### src/rtl/sample_demux_pkg.sv
`timescale 1ns/1ps
package sample_demux_pkg;
  localparam int PHASE_W = 2;
  typedef logic [PHASE_W-1:0] phase_t;
  typedef enum logic {LAYOUT_FULL = 1'b0, LAYOUT_SPLIT = 1'b1} layout_e;
endpackage

### src/rtl/sample_demux_phase.sv
`timescale 1ns/1ps
module sample_demux_phase
  import sample_demux_pkg::*;
(
  input  logic clk,
  input  logic rst_n,
  input  logic realign,
  input  logic split,
  input  logic ph90,
  output logic take_first,
  output logic take_pair,
  output logic dclk_nxt
);
  phase_t  phase;
  layout_e layout;

  assign layout = split ? LAYOUT_SPLIT : LAYOUT_FULL;

  always_ff @(posedge clk or negedge rst_n) begin
    if (!rst_n)       phase <= '0;
    else if (realign) phase <= '0;
    else              phase <= phase + 1'b1;
  end

  assign take_first = ~phase[0];
  assign take_pair  = (layout == LAYOUT_SPLIT) && phase[0] && !realign;

  always_comb begin
    if (realign)                     dclk_nxt = 1'b0;
    else if (layout == LAYOUT_SPLIT) dclk_nxt = ph90 ? phase[1] : (phase[1] ^ phase[0]);
    else                             dclk_nxt = ~phase[0];
  end
endmodule

### src/rtl/sample_demux_lane.sv
`timescale 1ns/1ps
module sample_demux_lane #(
  parameter int WORD_W = 13
) (
  input  logic              clk,
  input  logic              rst_n,
  input  logic              split,
  input  logic              pd,
  input  logic              take_first,
  input  logic              take_pair,
  input  logic              dclk_nxt,
  input  logic [WORD_W-1:0] din,
  output logic [WORD_W-1:0] pri,
  output logic [WORD_W-1:0] dly,
  output logic              dly_oe,
  output logic              dclk
);
  logic [WORD_W-1:0] early;

  always_ff @(posedge clk or negedge rst_n) begin
    if (!rst_n)          early <= '0;
    else if (take_first) early <= din;
  end

  always_ff @(posedge clk or negedge rst_n) begin
    if (!rst_n) begin
      pri    <= '0;
      dly    <= '0;
      dly_oe <= 1'b0;
      dclk   <= 1'b0;
    end else if (pd) begin
      pri    <= '0;
      dly    <= '0;
      dly_oe <= 1'b0;
      dclk   <= 1'b0;
    end else if (split) begin
      if (take_pair) begin
        pri <= din;
        dly <= early;
      end
      dly_oe <= 1'b1;
      dclk   <= dclk_nxt;
    end else begin
      pri    <= din;
      dly    <= '0;
      dly_oe <= 1'b0;
      dclk   <= dclk_nxt;
    end
  end
endmodule

### src/rtl/sample_demux_ddr.sv
`timescale 1ns/1ps
module sample_demux_ddr #(
  parameter int DATA_W = 12,
  parameter int N_CH   = 2
) (
  input  logic              clk,
  input  logic              rst_n,
  input  logic              dclk_rst,
  input  logic              split_mode,
  input  logic              dclk_ph90,
  input  logic              pd_i,
  input  logic              pd_q,
  input  logic [DATA_W-1:0] i_data,
  input  logic              i_ovr,
  input  logic [DATA_W-1:0] q_data,
  input  logic              q_ovr,
  output logic [DATA_W-1:0] i_bus,
  output logic              i_bus_ovr,
  output logic [DATA_W-1:0] i_dly,
  output logic              i_dly_ovr,
  output logic              i_dly_oe,
  output logic [DATA_W-1:0] q_bus,
  output logic              q_bus_ovr,
  output logic [DATA_W-1:0] q_dly,
  output logic              q_dly_ovr,
  output logic              q_dly_oe,
  output logic              dclk_i,
  output logic              dclk_q
);
  localparam int WORD_W = DATA_W + 1;

  logic take_first, take_pair, dclk_nxt;
  logic [WORD_W-1:0] din_w [N_CH];
  logic [WORD_W-1:0] pri_w [N_CH];
  logic [WORD_W-1:0] dly_w [N_CH];
  logic [N_CH-1:0]   pd_w, oe_w, dclk_w;

  sample_demux_phase u_phase (
    .clk        (clk),
    .rst_n      (rst_n),
    .realign    (dclk_rst),
    .split      (split_mode),
    .ph90       (dclk_ph90),
    .take_first (take_first),
    .take_pair  (take_pair),
    .dclk_nxt   (dclk_nxt)
  );

  assign din_w[0] = {i_ovr, i_data};
  assign din_w[1] = {q_ovr, q_data};
  assign pd_w     = {pd_q, pd_i};

  for (genvar ch = 0; ch < N_CH; ch++) begin : g_lane
    sample_demux_lane #(.WORD_W(WORD_W)) u_lane (
      .clk        (clk),
      .rst_n      (rst_n),
      .split      (split_mode),
      .pd         (pd_w[ch]),
      .take_first (take_first),
      .take_pair  (take_pair),
      .dclk_nxt   (dclk_nxt),
      .din        (din_w[ch]),
      .pri        (pri_w[ch]),
      .dly        (dly_w[ch]),
      .dly_oe     (oe_w[ch]),
      .dclk       (dclk_w[ch])
    );
  end

  assign {i_bus_ovr, i_bus} = pri_w[0];
  assign {i_dly_ovr, i_dly} = dly_w[0];
  assign {q_bus_ovr, q_bus} = pri_w[1];
  assign {q_dly_ovr, q_dly} = dly_w[1];
  assign i_dly_oe = oe_w[0];
  assign q_dly_oe = oe_w[1];
  assign dclk_i   = dclk_w[0];
  assign dclk_q   = dclk_w[1];
endmodule

### config.mk
export PLATFORM = sky130hd
export DESIGN_NAME = sample_demux_ddr
export DESIGN_NICKNAME = d
export VERILOG_FILES = /design/src/rtl/sample_demux_pkg.sv /design/src/rtl/sample_demux_phase.sv /design/src/rtl/sample_demux_lane.sv /design/src/rtl/sample_demux_ddr.sv
export SDC_FILE = /design/constraint.sdc
export NUM_CORES = 1
export LEC_CHECK = 0
export ABC_AREA = 0
export CORE_MARGIN = 2
export CORE_UTILIZATION = 50
export DETAILED_ROUTE_END_ITERATION = 10
export PLACE_DENSITY_LB_ADDON = 0.2
export SLEW_MARGIN = 10
export SYNTH_ARGS = -nofsm -noshare
export SYNTH_HDL_FRONTEND = slang
export SYNTH_SLANG_ARGS = --single-unit
### constraint.sdc
create_clock -name clk -period 2.1 [get_ports clk]
set_clock_uncertainty 0.15 [all_clocks]
set_input_delay 0.315 -clock clk [delete_from_list [all_inputs] [get_ports clk]]
set_output_delay 0.315 -clock clk [all_outputs]
set_load 0.01 [all_outputs]
==> results of run 1 <==
[cell type report]
type,count,area [um^2]
sequential,84,2102
fill,490,1896
multi-input combinational,195,1101
timing repair buffer,97,998.5
clock buffer,12,145.1
tap,77,96.34
clock inverter,4,72.57
inverter,3,11.26
[path summary, 6_finish.rpt]
check / startpoint / to / slack [ns] / depth (start not counted)
worst max-delay path: g_lane[1].u_lane.dly[0] / q_dly[0] / 0.38 / 1
worst min-delay path: rst_n / g_lane[0].u_lane.pri[10] / 0.27 / 2
worst max register to register: u_phase.phase[0] / g_lane[0].u_lane.pri[3] / 0.57 / 4
worst min register to register: g_lane[0].u_lane.early[0] / g_lane[0].u_lane.early[0] / 0.36 / 1
max in group asynchronous: rst_n / g_lane[1].u_lane.pri[9] / 0.92 / 3
min in group clk: g_lane[0].u_lane.early[0] / g_lane[0].u_lane.early[0] / 0.36 / 1
[per-stage QoR]
step | area [um^2] | worst slack (ns) | hold slack [ns]
2_1_floorplan | 3344 | 0.7888 | -0.1306
3_3_place_gp | 4299 | 0.1216 | 0.07195
3_5_place_dp | 4299 | 0.08139 | 0.07522
4_1_cts | 4527 | 0.3549 | 0.2562
5_1_grt | 4527 | 0.2877 | 0.2757
6_report | 4527 | 0.3777 | 0.2663
[cells in the mapped netlist]
cell | number | area, um^2
a211oi_1 | 1 | 7.510
a21bo_2 | 1 | 10.01
a21oi_1 | 52 | 260.3
buf_2 | 10 | 50.05
buf_4 | 10 | 75.07
clkbuf_1 | 4 | 15.01
dfrtp_1 | 84 | 2102
inv_1 | 3 | 11.26
mux2_2 | 26 | 292.8
nand2_1 | 52 | 195.2
nand2b_1 | 3 | 18.77
nand3_1 | 26 | 130.1
nor2_1 | 3 | 11.26
nor2b_1 | 1 | 6.260
nor3_1 | 2 | 10.01
nor4bb_1 | 1 | 10.01
o21ai_0 | 2 | 10.01
o21ai_1 | 24 | 120.1
xnor2_1 | 1 | 8.760
[registers in the layout, summed over array words and instances (netlist names)]
signal / flops
g_lane.u_lane.dly: 26
g_lane.u_lane.early: 26
g_lane.u_lane.pri: 26
g_lane.u_lane.dclk: 2
g_lane.u_lane.dly_oe: 2
u_phase.phase: 2
[routing by layer]
layer / wire [um] / up-vias / track usage
met1: 3310 / 1231 / 0.3018
li1: - / 1212 / -
met2: 3668 / 80 / 0.3359
met4: 73 / 0 / 0.06494
met5: 0 / - / 0
met3: 476 / 6 / 0.06449
[cells by family (layout without fill, tap and decap cells)]
logic type,count (synthesis),in the layout
buffers and inverters,27,116
AOI/OAI and AO/OA,80,80
and+or+nand+nor,88,88
xor gates and xnor gates,1,1
DFF,84,84
muxes,26,26
[power groups by stage]
stage / registers [mW] / logic (mW) / clock network [mW]
after floorplan: 1.81 / 0.197 / 0
after global placement: 1.80 / 0.448 / 0
after detailed placement: 1.80 / 0.457 / 0
after CTS: 1.77 / 0.460 / 1.26
after global routing: 1.78 / 0.497 / 1.34
final: 1.77 / 0.454 / 1.23
==> impl_metrics.toml, run 1 <==
[floorplanning]
die_h_um = 85.79
coreArea_um2 = 6422
initial_core_util = 0.5207
rows = 29
die-area_um2 = 7359
io-pin-count = 89
fp.dieW_um = 85.79

[synthesis]
synth_compound_area_frac = 0.1220
synth_nets = 339
ys_seq_area_frac = 0.6285
synth.avg_cell_area_um2 = 10.93
synthAdderAreaFrac = 0
ys_types = 19
ys_ff_latch = 84
synth_xor_area_frac = 0.002619
synth_top_family_by_area = "compound AO/OA/AOI/OAI gates"
synthSimpleGateAreaFrac = 0.1141
syn_inst = 306
synth_area_um2 = 3344
muxShareOfSynthArea = 0.08754
ys_warn_count = 0

[global_route]
groute.usage.overall = 0.2176
antenna_found_initial = 0
grt_pass1_wl_um = 12440
grt_max_degree = 64
first_global_vias = 2506
grt_overflow = 0

[pwr]
comb_power_share = 0.131
clkPwrFrac = 0.357
sw_frac_of_total = 0.2328
peakVddDrop_mv = 0.5013
seqPwrFrac = 0.512
power.switching_mw = 0.8052
p_leak_nw = 1.868
p_int_mw = 2.654
p_total_mw = 3.459
cellPowerDensity_nw_per_um2 = 764.1

[place]
place_hpwl_um = 5120
dp.cells = 455
port_buffers = 88
finalWeightedCongestion = 0.8067

[cts]
cts_root_buffer = "clkbuf_8"
cts_buffer_depth = 2
clk_latency_ns = 0.32
cts-htree-levels = 3
clkSlewWorstSetupHoldPaths_ns = 0.08
cts_setup_buffers = 0
cts.repair.resized = 0
cts_buffers = 9
cts_tree = "yes"
clock_sinks = 84
postCtsHoldBufs = 1

[sta]
finalCritPeriodShare = 0.8201
setup_viol_count_final = 0
slew_headroom = 0.4597
drv_slew = 0
fmax_mhz = 580.6
hold_violations = 0
worstMarginPinSlew_ns = 0.8095
min_period_ns = 1.722
rsz0062_at_grt = "no"
tns_ns = 0

[hold_path]
min_path_type = "in2async"

[worst_setup_path]
startpoint_type = "flop"
crit_slowest_cell = "clkdlybuf4s50_1"
crit_family = "buffers and inverters"
worstSetupPathType = "reg2out"
worstPathMaxFanout = 2
endpoint_kind = "output port"
crit_arrival_ns = 1.26
path_cells = "clkdlybuf4s50_1"
critical-path-max-stage-delay_ns = 0.55
crit_required_ns = 1.63
path_buf_inv = 1

[final_layout]
diodes = 0
final_cells = 472
drive_gt1_frac = 0.1316
post-route-util = 0.7049
nets = 423
final_common_cell = "clkdlybuf4s50_1"
most-common-layout-cells = "87 x clkdlybuf4s50_1, 84 x dfrtp_1, 52 x nand2_1, 52 x a21oi_1"
syn_to_final_growth_pct = 35.35

[status]
status = "finished, violations left"
violations = "DRC"

[drt]
antenna_left = 0
dr.pass1.iters = 10
wl_per_cell_um = 15.95
via_per_inst = 5.358
vias = 2529
drt-initial-drc-count = 163
wirelength_um = 7528
remaining_drc_errors = 4

[run]
drv_cap = 0
Power figures use the tool's default switching activity.
==> inputs of run 2 (changes only) <==
CORE_UTILIZATION = 43   (was 50)
clock period = 1.4 ns   (was 2.1 ns; I/O delays follow)
==> impl_metrics.toml, run 2 (synthesis results as in run 1) <==
[pwr]
sw_frac_of_total = 0.2405
seqPwrFrac = 0.502
peakVddDrop_mv = 0.5226
p_leak_nw = 2.168
comb_power_share = 0.143
cellPowerDensity_nw_per_um2 = 1087
p_int_mw = 4.013
clkPwrFrac = 0.356
power.switching_mw = 1.271

[place]
placed_cell_area_um2 = 4491
finalWeightedCongestion = 0.8011
place_hpwl_um = 5641
port_buffers = 88

[sta]
finalCritPeriodShare = 0.9970
drv_slew = 0
min_period_ns = 1.396
hold_violations = 0
worstMarginPinSlew_ns = 0.3223
tns_ns = 0
slew_headroom = 0.7851
fmax_mhz = 716.4
whs_ns = 0.1176
setup_viol_count_final = 0

[drt]
remaining_drc_errors = 0
drt-initial-drc-count = 173
vias = 2679
wl_per_cell_um = 15.71
via_per_inst = 5.083
antenna_left = 0
dr.pass1.iters = 4
wirelength_um = 8280

[worst_setup_path]
path_cells = "nor2b_4 > buf_4 > clkbuf_16 > o21ai_1 > a21oi_1"
critical-path-max-stage-delay_ns = 0.45
crit_slowest_cell = "dfrtp_2"
crit_required_ns = 1.48
startpoint = "u_phase.phase[0]"
worstPathMaxFanout = 15
startpoint_type = "flop"
crit_arrival_ns = 1.48
r2r_start = "u_phase.phase[0]"
worstSetupPathType = "reg2reg"
endpoint_kind = "flop"

[floorplanning]
io-pin-count = 89
die-area_um2 = 8499
coreArea_um2 = 7647
die_h_um = 92.19
rows = 32
fp.dieW_um = 92.19
initial_core_util = 0.4373

[cts]
cts_buffers = 9
cts_buffer_depth = 2
clkSlewWorstSetupHoldPaths_ns = 0.08
clock_sinks = 84
clk_latency_ns = 0.34
cts-htree-levels = 3
cts_root_buffer = "clkbuf_8"
cts_tree = "yes"

[final_layout]
most-common-layout-cells = "83 x dfrtp_1, 52 x nand2_1, 52 x a21oi_1, 43 x clkdlybuf4s15_1, 30 x clkdlybuf4s50_1"
final_common_cell = "dfrtp_1"
drive_gt1_frac = 0.2024
nets = 454
diodes = 0
reg.largest.list = "g_lane.u_lane.dly (26), g_lane.u_lane.early (26), g_lane.u_lane.pri (26)"
design_area_um2 = 4860
syn_to_final_growth_pct = 45.30

[run]
drv_cap = 0

[hold_path]
hold_start = "dclk_rst"
min_path_type = "in2reg"

[global_route]
groute.usage.overall = 0.1993
first_global_vias = 2573
grt_pass1_wl_um = 13150
antenna_found_initial = 0
grt_overflow = 0
grt_max_degree = 31

[status]
status = "finished clean"
-- run 2: metrics by stage --
stage | cells | power (mW) | setup slack [ns] | util
6_report | 527 | 5.284 | 0.004227 | 0.6355
5_1_grt | 527 | 5.535 | -0.01219 | 0.6355
4_1_cts | 510 | 5.290 | 0.001592 | 0.6099
3_5_place_dp | 493 | 3.447 | -0.3072 | 0.5872
3_3_place_gp | 493 | 3.430 | -0.2376 | 0.5872
2_1_floorplan | 306 | 3.007 | 0.08884 | -
-- run 2: area by class of cell --
| type | count | area, um^2 |
|---|---|---|
| clock buffer | 11 | 141.4 |
| clock inverter | 4 | 73.82 |
| fill | 661 | 2788 |
| inverter | 3 | 11.26 |
| multi-input combinational | 195 | 1105 |
| sequential | 84 | 2103 |
| tap | 102 | 127.6 |
| timing repair buffer | 128 | 1297 |
-- run 2: metal layers --
layer,vias to the layer above,track usage,part of all wire
met2,80,0.3021,0.48
met4,0,0.05224,0.0087
met5,-,0,0
met3,7,0.05012,0.051
met1,1312,0.2885,0.46
li1,1280,-,-
-- run 2: what timing repair did --
item / in CTS / in global routing
endpoints found under the hold margin: 84 / 0
buffers inserted: 1 / 16
endpoints found under the setup margin: 94 / 62
hold buffers: 1 / 0
cloned: 0 / 1
gates resized for setup: 65 / 41
-- run 2: path summary, 6_finish.rpt --
path	end	slack [ns]	cells past startpoint
setup / recovery	g_lane[1].u_lane.pri[7]	0.004	5
hold / removal	u_phase.phase[0]	0.12	3
setup reg to reg	g_lane[1].u_lane.pri[7]	0.004	5
hold reg to reg	g_lane[1].u_lane.early[12]	0.36	1
max in group asynchronous	g_lane[1].u_lane.dly[5]	0.45	3
min in group asynchronous	g_lane[0].u_lane.pri[6]	0.15	2
-- run 2: power groups by stage --
| stage | clock, mW | sequential, mW | combinational, mW |
|---|---|---|---|
| floorplan | 0 | 2.71 | 0.295 |
| CTS | 1.93 | 2.65 | 0.708 |
| detailed placement | 0 | 2.70 | 0.746 |
| global route | 2.05 | 2.67 | 0.819 |
| finish | 1.88 | 2.65 | 0.754 |
| global placement | 0 | 2.69 | 0.736 |
-- run 2: critical path, delay by kind of cell, from the launching register on --
kind                   cells  cell delay (ns)
AO/OA/AOI/OAI              2             0.20
AND/OR/NAND/NOR            1             0.15
buffers and inverters      2             0.32
flip-flops                 1             0.45
